==> src/rtl/gpio_od_pkg.sv <==
package gpio_od_pkg;
  localparam int ADDR_W = 2;
  localparam logic [ADDR_W-1:0] ADDR_DIR  = 2'd0;
  localparam logic [ADDR_W-1:0] ADDR_DATA = 2'd1;
  localparam logic [ADDR_W-1:0] ADDR_OD   = 2'd2;
  localparam logic [ADDR_W-1:0] ADDR_PORT = 2'd3;

  // Strobes from control to datapath
  typedef struct packed {
    logic              wrDir;
    logic              wrData;
    logic              wrOd;
    logic              clearAll;
    logic [ADDR_W-1:0] rdSel;
  } gpio_strobe_t;
endpackage

==> src/rtl/gpio_od_ctrl.sv <==
module gpio_od_ctrl
  import gpio_od_pkg::*;
(
  input  logic              clk,
  input  logic              rstFullN,
  input  logic              hwStandby,
  input  logic              rstKeepN,
  input  logic              swStandby,
  input  logic [ADDR_W-1:0] busAddr,
  input  logic              busWe,
  output gpio_strobe_t      stb
);
  logic writeOk;

  // Writes pass only when no reset or standby class is active
  assign writeOk = busWe && rstKeepN && !swStandby && !hwStandby;

  always_comb begin
    stb          = '0;
    stb.clearAll = hwStandby;
    stb.rdSel    = busAddr;
    if (writeOk) begin
      unique case (busAddr)
        ADDR_DIR:  stb.wrDir  = 1'b1;
        ADDR_DATA: stb.wrData = 1'b1;
        ADDR_OD:   stb.wrOd   = 1'b1;
        default:   ;  // port register is read-only
      endcase
    end
  end

  p_strobe_onehot_r2: assert property (@(posedge clk) disable iff (!rstFullN)
    $onehot0({stb.wrDir, stb.wrData, stb.wrOd}));
  p_no_port_write_r3: assert property (@(posedge clk) disable iff (!rstFullN)
    (busAddr == ADDR_PORT) |-> !(stb.wrDir || stb.wrData || stb.wrOd));
  p_keep_blocks_r10: assert property (@(posedge clk) disable iff (!rstFullN)
    (!rstKeepN || swStandby) |-> !(stb.wrDir || stb.wrData || stb.wrOd));
endmodule

==> src/rtl/gpio_od_datapath.sv <==
module gpio_od_datapath
  import gpio_od_pkg::*;
#(
  parameter int WIDTH       = 8,
  parameter int SYNC_STAGES = 2
) (
  input  logic             clk,
  input  logic             rstFullN,
  input  gpio_strobe_t     stb,
  input  logic [WIDTH-1:0] busWdata,
  output logic [WIDTH-1:0] busRdata,
  input  logic [WIDTH-1:0] pinIn,
  output logic [WIDTH-1:0] padOe,
  output logic [WIDTH-1:0] padOut
);
  localparam int LAST = SYNC_STAGES - 1;

  logic [WIDTH-1:0] dirReg, dataReg, odReg;
  logic [WIDTH-1:0] syncStg [SYNC_STAGES];
  logic [WIDTH-1:0] pinSync, portView;

  // Register bank: full clear has priority over writes
  always_ff @(posedge clk or negedge rstFullN) begin
    if (!rstFullN) begin
      dirReg  <= '0;
      dataReg <= '0;
      odReg   <= '0;
    end else if (stb.clearAll) begin
      dirReg  <= '0;
      dataReg <= '0;
      odReg   <= '0;
    end else begin
      if (stb.wrDir)  dirReg  <= busWdata;
      if (stb.wrData) dataReg <= busWdata;
      if (stb.wrOd)   odReg   <= busWdata;
    end
  end

  // Pin synchroniser chain
  generate
    for (genvar s = 0; s < SYNC_STAGES; s++) begin : g_sync
      always_ff @(posedge clk or negedge rstFullN) begin
        if (!rstFullN) syncStg[s] <= '0;
        else if (s == 0) syncStg[s] <= pinIn;
        else syncStg[s] <= syncStg[(s == 0) ? 0 : s-1];
      end
    end
  endgenerate
  assign pinSync = syncStg[LAST];

  // Per-bit readback select and pad drive
  generate
    for (genvar b = 0; b < WIDTH; b++) begin : g_bit
      assign portView[b] = dirReg[b] ? dataReg[b] : pinSync[b];
      assign padOe[b]    = dirReg[b] && !(odReg[b] && dataReg[b]);
      assign padOut[b]   = dataReg[b];
    end
  endgenerate

  always_comb begin
    unique case (stb.rdSel)
      ADDR_DIR:  busRdata = dirReg;
      ADDR_DATA: busRdata = dataReg;
      ADDR_OD:   busRdata = odReg;
      default:   busRdata = portView;
    endcase
  end

  // Checks on register and pad behaviour
  p_clear_r9: assert property (@(posedge clk) disable iff (!rstFullN)
    stb.clearAll |=> (dirReg == '0 && dataReg == '0 && odReg == '0));
  p_hold_r11: assert property (@(posedge clk) disable iff (!rstFullN)
    !(stb.wrDir || stb.wrData || stb.wrOd || stb.clearAll)
      |=> ($stable(dirReg) && $stable(dataReg) && $stable(odReg)));
  p_od_low_only_r7: assert property (@(posedge clk) disable iff (!rstFullN)
    (odReg & padOe & padOut) == '0);
  p_input_off_r8: assert property (@(posedge clk) disable iff (!rstFullN)
    (padOe & ~dirReg) == '0);

  generate
    if (SYNC_STAGES == 2) begin : g_lagchk
      logic [1:0] upCnt;
      always_ff @(posedge clk or negedge rstFullN) begin
        if (!rstFullN) upCnt <= '0;
        else if (upCnt != 2'd3) upCnt <= upCnt + 2'd1;
      end
      p_pin_lag_r5: assert property (@(posedge clk) disable iff (!rstFullN)
        (upCnt >= 2'd2) |-> (((portView ^ $past(pinIn, 2)) & ~dirReg) == '0));
    end
  endgenerate
endmodule

==> src/rtl/gpio_od_port.sv <==
module gpio_od_port
  import gpio_od_pkg::*;
#(
  parameter int WIDTH       = 8,
  parameter int SYNC_STAGES = 2
) (
  input  logic              clk,
  input  logic              rstFullN,
  input  logic              hwStandby,
  input  logic              rstKeepN,
  input  logic              swStandby,
  input  logic [ADDR_W-1:0] busAddr,
  input  logic              busWe,
  input  logic [WIDTH-1:0]  busWdata,
  output logic [WIDTH-1:0]  busRdata,
  input  logic [WIDTH-1:0]  pinIn,
  output logic [WIDTH-1:0]  padOe,
  output logic [WIDTH-1:0]  padOut
);
  gpio_strobe_t stb;

  gpio_od_ctrl ctrl_i (
    .clk(clk), .rstFullN(rstFullN), .hwStandby(hwStandby),
    .rstKeepN(rstKeepN), .swStandby(swStandby),
    .busAddr(busAddr), .busWe(busWe), .stb(stb)
  );

  gpio_od_datapath #(.WIDTH(WIDTH), .SYNC_STAGES(SYNC_STAGES)) dp_i (
    .clk(clk), .rstFullN(rstFullN), .stb(stb), .busWdata(busWdata),
    .busRdata(busRdata), .pinIn(pinIn), .padOe(padOe), .padOut(padOut)
  );
endmodule

==> config.mk <==
export PLATFORM = sky130hd
export DESIGN_NAME = gpio_od_port
export DESIGN_NICKNAME = d
export VERILOG_FILES = /design/src/rtl/gpio_od_pkg.sv /design/src/rtl/gpio_od_ctrl.sv /design/src/rtl/gpio_od_datapath.sv /design/src/rtl/gpio_od_port.sv
export SDC_FILE = /design/constraint.sdc
export NUM_CORES = 1
export LEC_CHECK = 0
export BUFFER_PORTS_ARGS = -buffer_cell sky130_fd_sc_hd__buf_2
export CELL_PAD_IN_SITES_DETAIL_PLACEMENT = 1
export CELL_PAD_IN_SITES_GLOBAL_PLACEMENT = 1
export CORE_ASPECT_RATIO = 0.6
export CORE_UTILIZATION = 35
export CTS_BUF_LIST = sky130_fd_sc_hd__clkbuf_2
export DETAILED_ROUTE_END_ITERATION = 7
export HOLD_SLACK_MARGIN = 0.12
export PLACE_DENSITY = 0.77
export SYNTH_ARGS = -nofsm -noshare
export SYNTH_HDL_FRONTEND = slang
export SYNTH_SLANG_ARGS = --single-unit
==> constraint.sdc <==
create_clock -name clk -period 1.15 [get_ports clk]
set_input_delay 0.1725 -clock clk [delete_from_list [all_inputs] [get_ports clk]]
set_output_delay 0.1725 -clock clk [all_outputs]
set_load 0.05 [all_outputs]
# Word-level counts from Yosys, hierarchy flattened
# Cells that the tools add are included.
[totals]
ff_bits = 40
input_bits = 24
output_inout_bits = 24
word_cells = 59
[classes]
eq_ne = 2
mux = 19
reduce_logical = 33
[ops]
columns = ["operator", "n"]
rows = [
  ["8-bit 2-to-1 mux", 6],
  ["8-bit case mux with 3 select lines", 1],
  ["1-bit logical AND", 19],
  ["1-bit 2-to-1 mux", 11],
  ["1-bit logical NOT", 10],
  ["2-bit nonzero test", 3],
  ["3-bit 2-to-1 mux", 1],
  ["2-bit by 1-bit == test with 1-bit output (second input constant)", 1],
  ["2-bit == test (second input constant)", 1],
  ["2-bit logical NOT", 1],
]

# Logic depth before layout (Yosys ltp)
# Gate-level depths: netlist of run 1.
[depth]
ltp_word = 6
mapped_depth = 6
mapped_depth_nobuf = 3

# Hierarchy
# From an unflattened synthesis of run 1, not the netlist that was laid out.
[unflattened]
hier_cells = 142
hier_area_um2 = 1808.0
[by_module_without_submodules]
columns = ["module", "n_inst", "cells_each", "area_per_inst_um2", "seq_area_each_um2"]
rows = [
  ["gpio_od_datapath", 1, 135, 1727.9, 1001.0],
  ["gpio_od_ctrl", 1, 7, 80.1, 0.0],
]

# Worst setup path before layout of run 1
# Ideal clock, no wire load.
[synth_timing]
path_kind = "reg-to-output"
startpoint = "register dp_i.dataReg[0], in the netlist dp_i.padOut[0]"
endpoint = "output port padOe[0]"
t_arrival_ns = 1.770
slack_ns = -0.792
stages_incl_launch_ff = 2
path_buffers = 0
cell_sequence = "dfrtp_1 a21boi_0"
[synth_between]
elab_chain_len = 3
[synth_rtl]
columns = ["item", "line", "text"]
rows = [
  ["start, declared", "gpio_od_datapath.sv:18", "logic [WIDTH-1:0] dirReg, dataReg, odReg;"],
  ["start signal, assigned", "gpio_od_datapath.sv:34", "if (stb.wrData) dataReg <= busWdata;"],
  ["1-bit logical AND", "gpio_od_datapath.sv:55", "assign padOe[b] = dirReg[b] && !(odReg[b] && dataReg[b]);"],
  ["1-bit logical NOT", "gpio_od_datapath.sv:55", ""],
  ["1-bit logical AND", "gpio_od_datapath.sv:55", ""],
  ["end, declared", "gpio_od_port.sv:17", "output logic [WIDTH-1:0] padOe,"],
]
# Every way passes these cells.

# Worst setup path in the final report of run 1
[layout_timing]
startpoint = "register dp_i.dirReg[1]"
endpoint = "output port busRdata[1]"
[layout_between]
elab_chain_len = 2
[layout_rtl]
columns = ["item", "line", "text"]
rows = [
  ["start, declared", "gpio_od_datapath.sv:18", ""],
  ["start signal, assigned", "gpio_od_datapath.sv:33", "if (stb.wrDir) dirReg <= busWdata;"],
  ["1-bit 2-to-1 mux", "gpio_od_datapath.sv:54", "assign portView[b] = dirReg[b] ? dataReg[b] : pinSync[b];"],
  ["8-bit case mux with 3 select lines (*)", "gpio_od_datapath.sv:61", "unique case (stb.rdSel)"],
  ["end, declared", "gpio_od_port.sv:15", "output logic [WIDTH-1:0] busRdata,"],
]
# Mark *: on every way between the ends. The rest lies on a longest branch, timed or not.

==> results of run 1 <==
==> how the worst max path moves through the flow <==
stage / startpoint / endpoint
2_1_floorplan: busAddr[1] / busRdata[4]
3_3_place_gp: busAddr[0] / dp_i.odReg[7]
3_5_place_dp: busAddr[1] / dp_i.odReg[6]
4_1_cts: dp_i.dirReg[3] / busRdata[3]
5_1_grt: dp_i.dirReg[1] / busRdata[1]
6_report: dp_i.dirReg[1] / busRdata[1]
==> flip-flops by register name, indices dropped and copies added, names as in the netlist <==
| signal | flops |
|---|---|
| dp_i.pinSync | 8 |
| dp_i.padOut | 8 |
| dp_i.syncStg | 8 |
| dp_i.dirReg | 8 |
| dp_i.odReg | 8 |
==> cell usage after synthesis <==
master	count	area [um2]
a211oi_1	8	60.1
a21boi_0	8	60.1
a21oi_1	32	160
buf_2	8	40.0
buf_4	1	7.51
buf_6	1	11.3
buf_8	2	30.0
clkbuf_1	3	11.3
clkbuf_2	2	10.0
dfrtp_1	40	1000
nand2b_1	2	12.5
nand3_1	24	120
nand4bb_1	1	11.3
nor2_4	1	11.3
nor2b_1	18	113
nor4bb_1	1	10.0
o21ai_0	8	40.0
o21ai_1	24	120
or2_1	1	6.26
or3b_1	8	70.1
==> stage by stage <==
step | worst slack, ns | util, %
6_report | -0.634 | 62.8
5_1_grt | -0.707 | 62.8
4_1_cts | -0.602 | 61.4
3_5_place_dp | -0.297 | 52.7
3_3_place_gp | -0.228 | 52.7
2_1_floorplan | -0.0305 | -
==> cell type report <==
type	count	area (um2)	share of cell area [%]
Clock buffer	7	35.0	1.08
Clock inverter	1	5.00	0.155
Multi-Input combinational cell	136	1090	33.8
Sequential cell	40	1010	31.2
Tap cell	66	82.6	2.55
Timing Repair Buffer	109	1010	31.2
==> where the power goes <==
| group | total [mW] | switching (mW) | internal, mW |
|---|---|---|---|
| logic | 0.613 | 0.344 | 0.269 |
| clock network | 0.632 | 0.466 | 0.166 |
| registers | 1.46 | 0.0151 | 1.44 |
| total | 2.70 | 0.825 | 1.88 |
==> what timing repair did <==
action,4_1_cts,5_1_grt
buffers inserted,4,3
resized for setup,63,12
pin swaps,1,1
setup endpoints to repair,24,24
hold endpoints to repair,72,0
hold buffers,17,0
==> metal layers <==
metal	vias to the layer above	GRT usage, %	share of wire [%]
li1	893	-	-
met1	958	29.6	43
met2	53	41.9	52
met3	11	3.77	3.9
met4	0	6.72	1.5
met5	-	0	0
==> cell families after synthesis <==
family	Yosys count	share of synthesized area, %
DFF	40	52.5
and+or+nand+nor	56	18.6
buffers and inverters	17	5.78
AOI/OAI and AO/OA	80	23.1
==> worst max-delay path, cell delays in order, from the launching register on <==
cell and delay, ns:
dfrtp_1 0.46, or3b_1 0.41, o21ai_2 0.10, a21oi_4 0.07
buf_6 0.16
==> layout by cell type (no fill, tap or decap), drive strengths merged <==
cell         Yosys  final
a21boi           8      8
or2              1      1
or3b             8      8
nand4bb          1      1
buf             12     92
nor2             1      1
a21oi           32     32
o21ai           32     32
dlygate4sd3      0     17
nor4bb           1      1
dfrtp           40     40
a211oi           8      8
nand3           24     24
nand2b           2      2
clkinv           0      1
nor2b           18     18
clkbuf           5      7
==> run_results.csv, run 1 <==
group,metric,value,unit
placement,portBuffers,47,
critical_path,start_kind,"register",
finish,fillers,555,
cts,cts.clk_slew.worst_paths,0.20,ns
critical_path,end_kind,"primary output",
timing,whs,0.227,ns
timing,setup-violations-final,24,
placement,globalplace.congestion,0.784,
route,viasPerCell,5.33,
critical_path,cp_max_fo,4,
cts,cts_made_buffers,5,
die,die_h,59.2,um
global_route,grt_start_max_net_pins,41,
finish,fin_area,0.00324,mm2
timing,hold_violations,0,
cts,numClockSinks,40,
placement,dp_cells,327,
critical_path,cp.required,0.98,ns
global_route,grt.total_usage,23.2,%
yosys,ys_seq_elements,40,
timing,tns,-8.88,ns
yosys,ys_types,20,
cts,clockRootBuffer,"clkbuf_2",
status,outcome,"complete, but fails checks",
timing,rsz0062_at_grt,"yes",
critical_path,cp.arrival,1.61,ns
route,antenna_left,0,
route,drc,0,
finish,diodes,0,
hold_path,holdPathEnd,"dp_i.odReg[4]",
finish,drive_gt1_share,50.5,%
route,vias,1915,
power,p_per_area,835,mW/mm2
hold_path,hold_depth,5,
global_route,grt_pass1_vias,2007,
timing,clock_skew,0.00971,ns
global_route,grt_overflow,0,
die,rows,20,
yosys,yosys_warnings,0,
yosys,syn_area,0.00191,mm2
hold_path,hold_class,"in -> reg",
status,violations,"setup timing",
timing,drv_slew,0,
hold_path,hold_start,"swStandby",
cts,clk_path_buf_depth,2,
finish,layout.nets,316,
finish,finalNonFillerCells,359,
cts,cts_tree,"built",
yosys,synth.avg_cell_area,9.87,um2
die,die_x,97.3,um
global_route,antenna_found_initial,0,
cts,insertion_delay,0.41,ns
die,die-area,0.00575,mm2
yosys,seq_area_frac_synth,52.5,%
cts,htreeDepth,2,
route,drt_iter0_markers,55,
critical_path,rrSetupSlack,0.03,ns
power,vdd_ir_drop_max,0.477,mV
die,io_pins,48,
timing,slew_headroom,70.7,%
job,maxCapViolations,0,
route,wl_per_cell,17.6,um
die,core_area,0.00515,mm2
timing,timing.final.crit_share,155,%
power,p_leak,1.36,nW
timing,worst_slack,-0.634,ns
critical_path,reg2reg_depth,6,
power,total_power,2.70,mW
route,wl,6.30,mm
finish,areaGrowthSynthToFinish,69.8,%
route,dr.pass1.iters,4,
timing,worstMarginPinSlew,0.440,ns
timing,clock.fmax,0.561,GHz
yosys,netlist_instances,193,
global_route,grt_pass1_wl,10.2,mm
die,initial_core_util,37.0,%
critical_path,r2r_end,"dp_i.padOut[2]",
yosys,syn-num-nets,217,
placement,placed_area,0.00272,mm2
placement,hpwl,3.95,mm
critical_path,critPathKind,"reg -> out",
timing,fin_crit,1.78,ns
critical_path,reg2reg_from,"dp_i.padOut[2]",
(Power assumes the default switching activity.)
==> run 2, diff against run 1 <==
clock period = 1.7 ns   (was 1.15 ns; I/O delays follow)
==> run 2 against run 1 <==
Net effect:
- the run still ends with setup timing left
- wire length decreased by 15%
- combinational power decreased by 46%
- core utilization decreased by 12 points
- critical path depth unchanged
- global-route usage decreased by 3.5 points
- cell area decreased by 19%
- clock power decreased by 41%
- clock skew decreased by 0.0059 ns
- total power decreased by 38%
- critical path type unchanged
==> run_results.csv, run 2 (synthesis gave the netlist of run 1 again) <==
group,metric,value,unit
status,outcome,"complete, but fails checks",
status,violations,"setup timing",
cts,insertion_delay,0.36,ns
finish,final_common_cell,"dfrtp_1",
timing,drv_slew,0,
critical_path,cp_max_fo,5,
global_route,grt_overflow,0,
critical_path,r2r_end,"dp_i.dirReg[0]",
timing,timing.final.crit_share,106,%
route,drc,0,
critical_path,cpPeakStageDelay,0.48,ns
critical_path,cp_slowest_cell,"dfrtp_2",
cts,cts_made_buffers,5,
critical_path,reg2reg_depth,3,
cts,cts.clk_slew.worst_paths,0.20,ns
timing,fin_crit,1.81,ns
global_route,grt.total_usage,19.7,%
route,wl,5.33,mm
die,io_pins,48,
cts,clockRootBuffer,"clkbuf_2",
power,vdd_ir_drop_max,0.275,mV
die,initial_core_util,37.0,%
cts,numClockSinks,40,
timing,clock.fmax,0.554,GHz
route,wl_per_cell,15.9,um
die,rows,20,
placement,globalplace.congestion,0.759,
route,dr.pass1.iters,4,
finish,fin_util,50.6,%
critical_path,crit_chain,"or3b_4 > o21ai_2 > a21oi_2 > buf_6",
finish,finalNonFillerCells,335,
placement,portBuffers,47,
die,die_x,97.3,um
critical_path,start_kind,"register",
finish,fillers,589,
timing,worstMarginPinSlew,0.518,ns
critical_path,critPathKind,"reg -> out",
cts,cts_tree,"built",
timing,clock_skew,0.00378,ns
timing,hold_violations,0,
route,antenna_left,0,
placement,placed_area,0.00225,mm2
job,maxCapViolations,0,
finish,final_cell_mix,"dfrtp_1 (39), buf_2 (35), o21ai_1 (28)",
critical_path,reg2reg_from,"dp_i.dirReg[0]",
timing,slew_headroom,65.5,%
global_route,antenna_found_initial,0,
power,p_per_area,648,mW/mm2
route,vias,1742,
finish,fin_area,0.00261,mm2
critical_path,cp.required,1.44,ns
global_route,grt_pass1_vias,1733,
route,viasPerCell,5.20,
die,die_h,59.2,um
critical_path,crit_end,"busRdata[1]",
critical_path,crit_start,"dp_i.dirReg[1]",
critical_path,rrSetupSlack,0.86,ns
critical_path,end_kind,"primary output",
global_route,grt_pass1_wl,8.65,mm
timing,worst_slack,-0.105,ns
die,die-area,0.00575,mm2
power,total_power,1.69,mW
finish,layout.nets,293,
placement,hpwl,3.43,mm
timing,rsz0062_at_grt,"yes",
die,core_area,0.00515,mm2
placement,dp_cells,301,
critical_path,cp.arrival,1.55,ns
global_route,grt_start_max_net_pins,29,
finish,drive_gt1_share,33.5,%
timing,whs,0.313,ns
timing,setup-violations-final,8,
power,p_leak,1.17,nW
hold_path,hold_class,"in -> async",
cts,htreeDepth,2,
route,drt_iter0_markers,79,
finish,areaGrowthSynthToFinish,36.8,%
cts,clk_path_buf_depth,2,
finish,diodes,0,
## run 2: cell count changes in the layout (fill, tap and decap cells not counted), moves of 8 or more
cell / before / now
buf_6: 29 / 8
buf_2: 23 / 35
a21boi_1: 0 / 8
a21boi_4: 8 / 0
a21oi_4: 8 / 0
buf_8: 8 / 0
## run 2: how the worst min path moves through the flow
| stage | to | slack, ns | from |
|---|---|---|---|
| after floorplan | dp_i.dirReg[0] | -0.04 | rstFullN |
| after global placement | dp_i.syncStg[10] | 0.21 | rstFullN |
| after detailed placement | dp_i.syncStg[10] | 0.21 | rstFullN |
| after CTS | dp_i.odReg[1] | 0.12 | busWdata[1] |
| after global routing | dp_i.dirReg[7] | 0.28 | rstFullN |
| final | dp_i.odReg[7] | 0.31 | rstFullN |
## run 2: timing repair
action / CTS / global route
pin swaps: 6 / 1
setup endpoints to repair: 8 / 13
hold endpoints to repair: 35 / 5
buffers inserted: 9 / 1
gates resized for setup: 23 / 13
cloned: 0 / 0
hold buffers: 14 / 3
## run 2: where the power goes
group	leakage (nW)	switching [mW]	total [mW]	internal, mW
combinational	0.623	0.199	0.330	0.132
clock	0.0239	0.290	0.375	0.0851
sequential	0.520	0.00809	0.983	0.975
## run 2: critical path: cells and delay by family (launching register included)
kind                   cells  cell delay, ns
flip-flops                 1            0.48
AND/OR/NAND/NOR            1            0.39
AO/OA/AOI/OAI              2            0.14
buffers and inverters      1            0.17
## run 2: routing by layer
metal | vias up | wire length, um | global-route usage [%]
met5 | - | 0 | 0
li1 | 848 | - | -
met1 | 856 | 2640 | 26.8
met4 | 0 | 7 | 4.20
met3 | 2 | 215 | 4.60
met2 | 36 | 2470 | 32.9
## run 2: stage by stage
stage          setup TNS (ns)  setup WS, ns
2_1_floorplan               0        0.0631
3_3_place_gp                0        0.0213
3_5_place_dp          -0.0242       -0.0242
4_1_cts                -0.863        -0.115
5_1_grt                 -1.53        -0.202
6_report               -0.619        -0.105
## run 2: final cells by class
class	count	area, um2	share of cell area [%]
well taps	66	82.6	3.17
clock inverters	2	7.51	0.288
repair buffers	86	631	24.2
flip-flops and latches	40	1000	38.5
clock buffers	5	25.0	0.960
multi-input cells	136	858	32.9
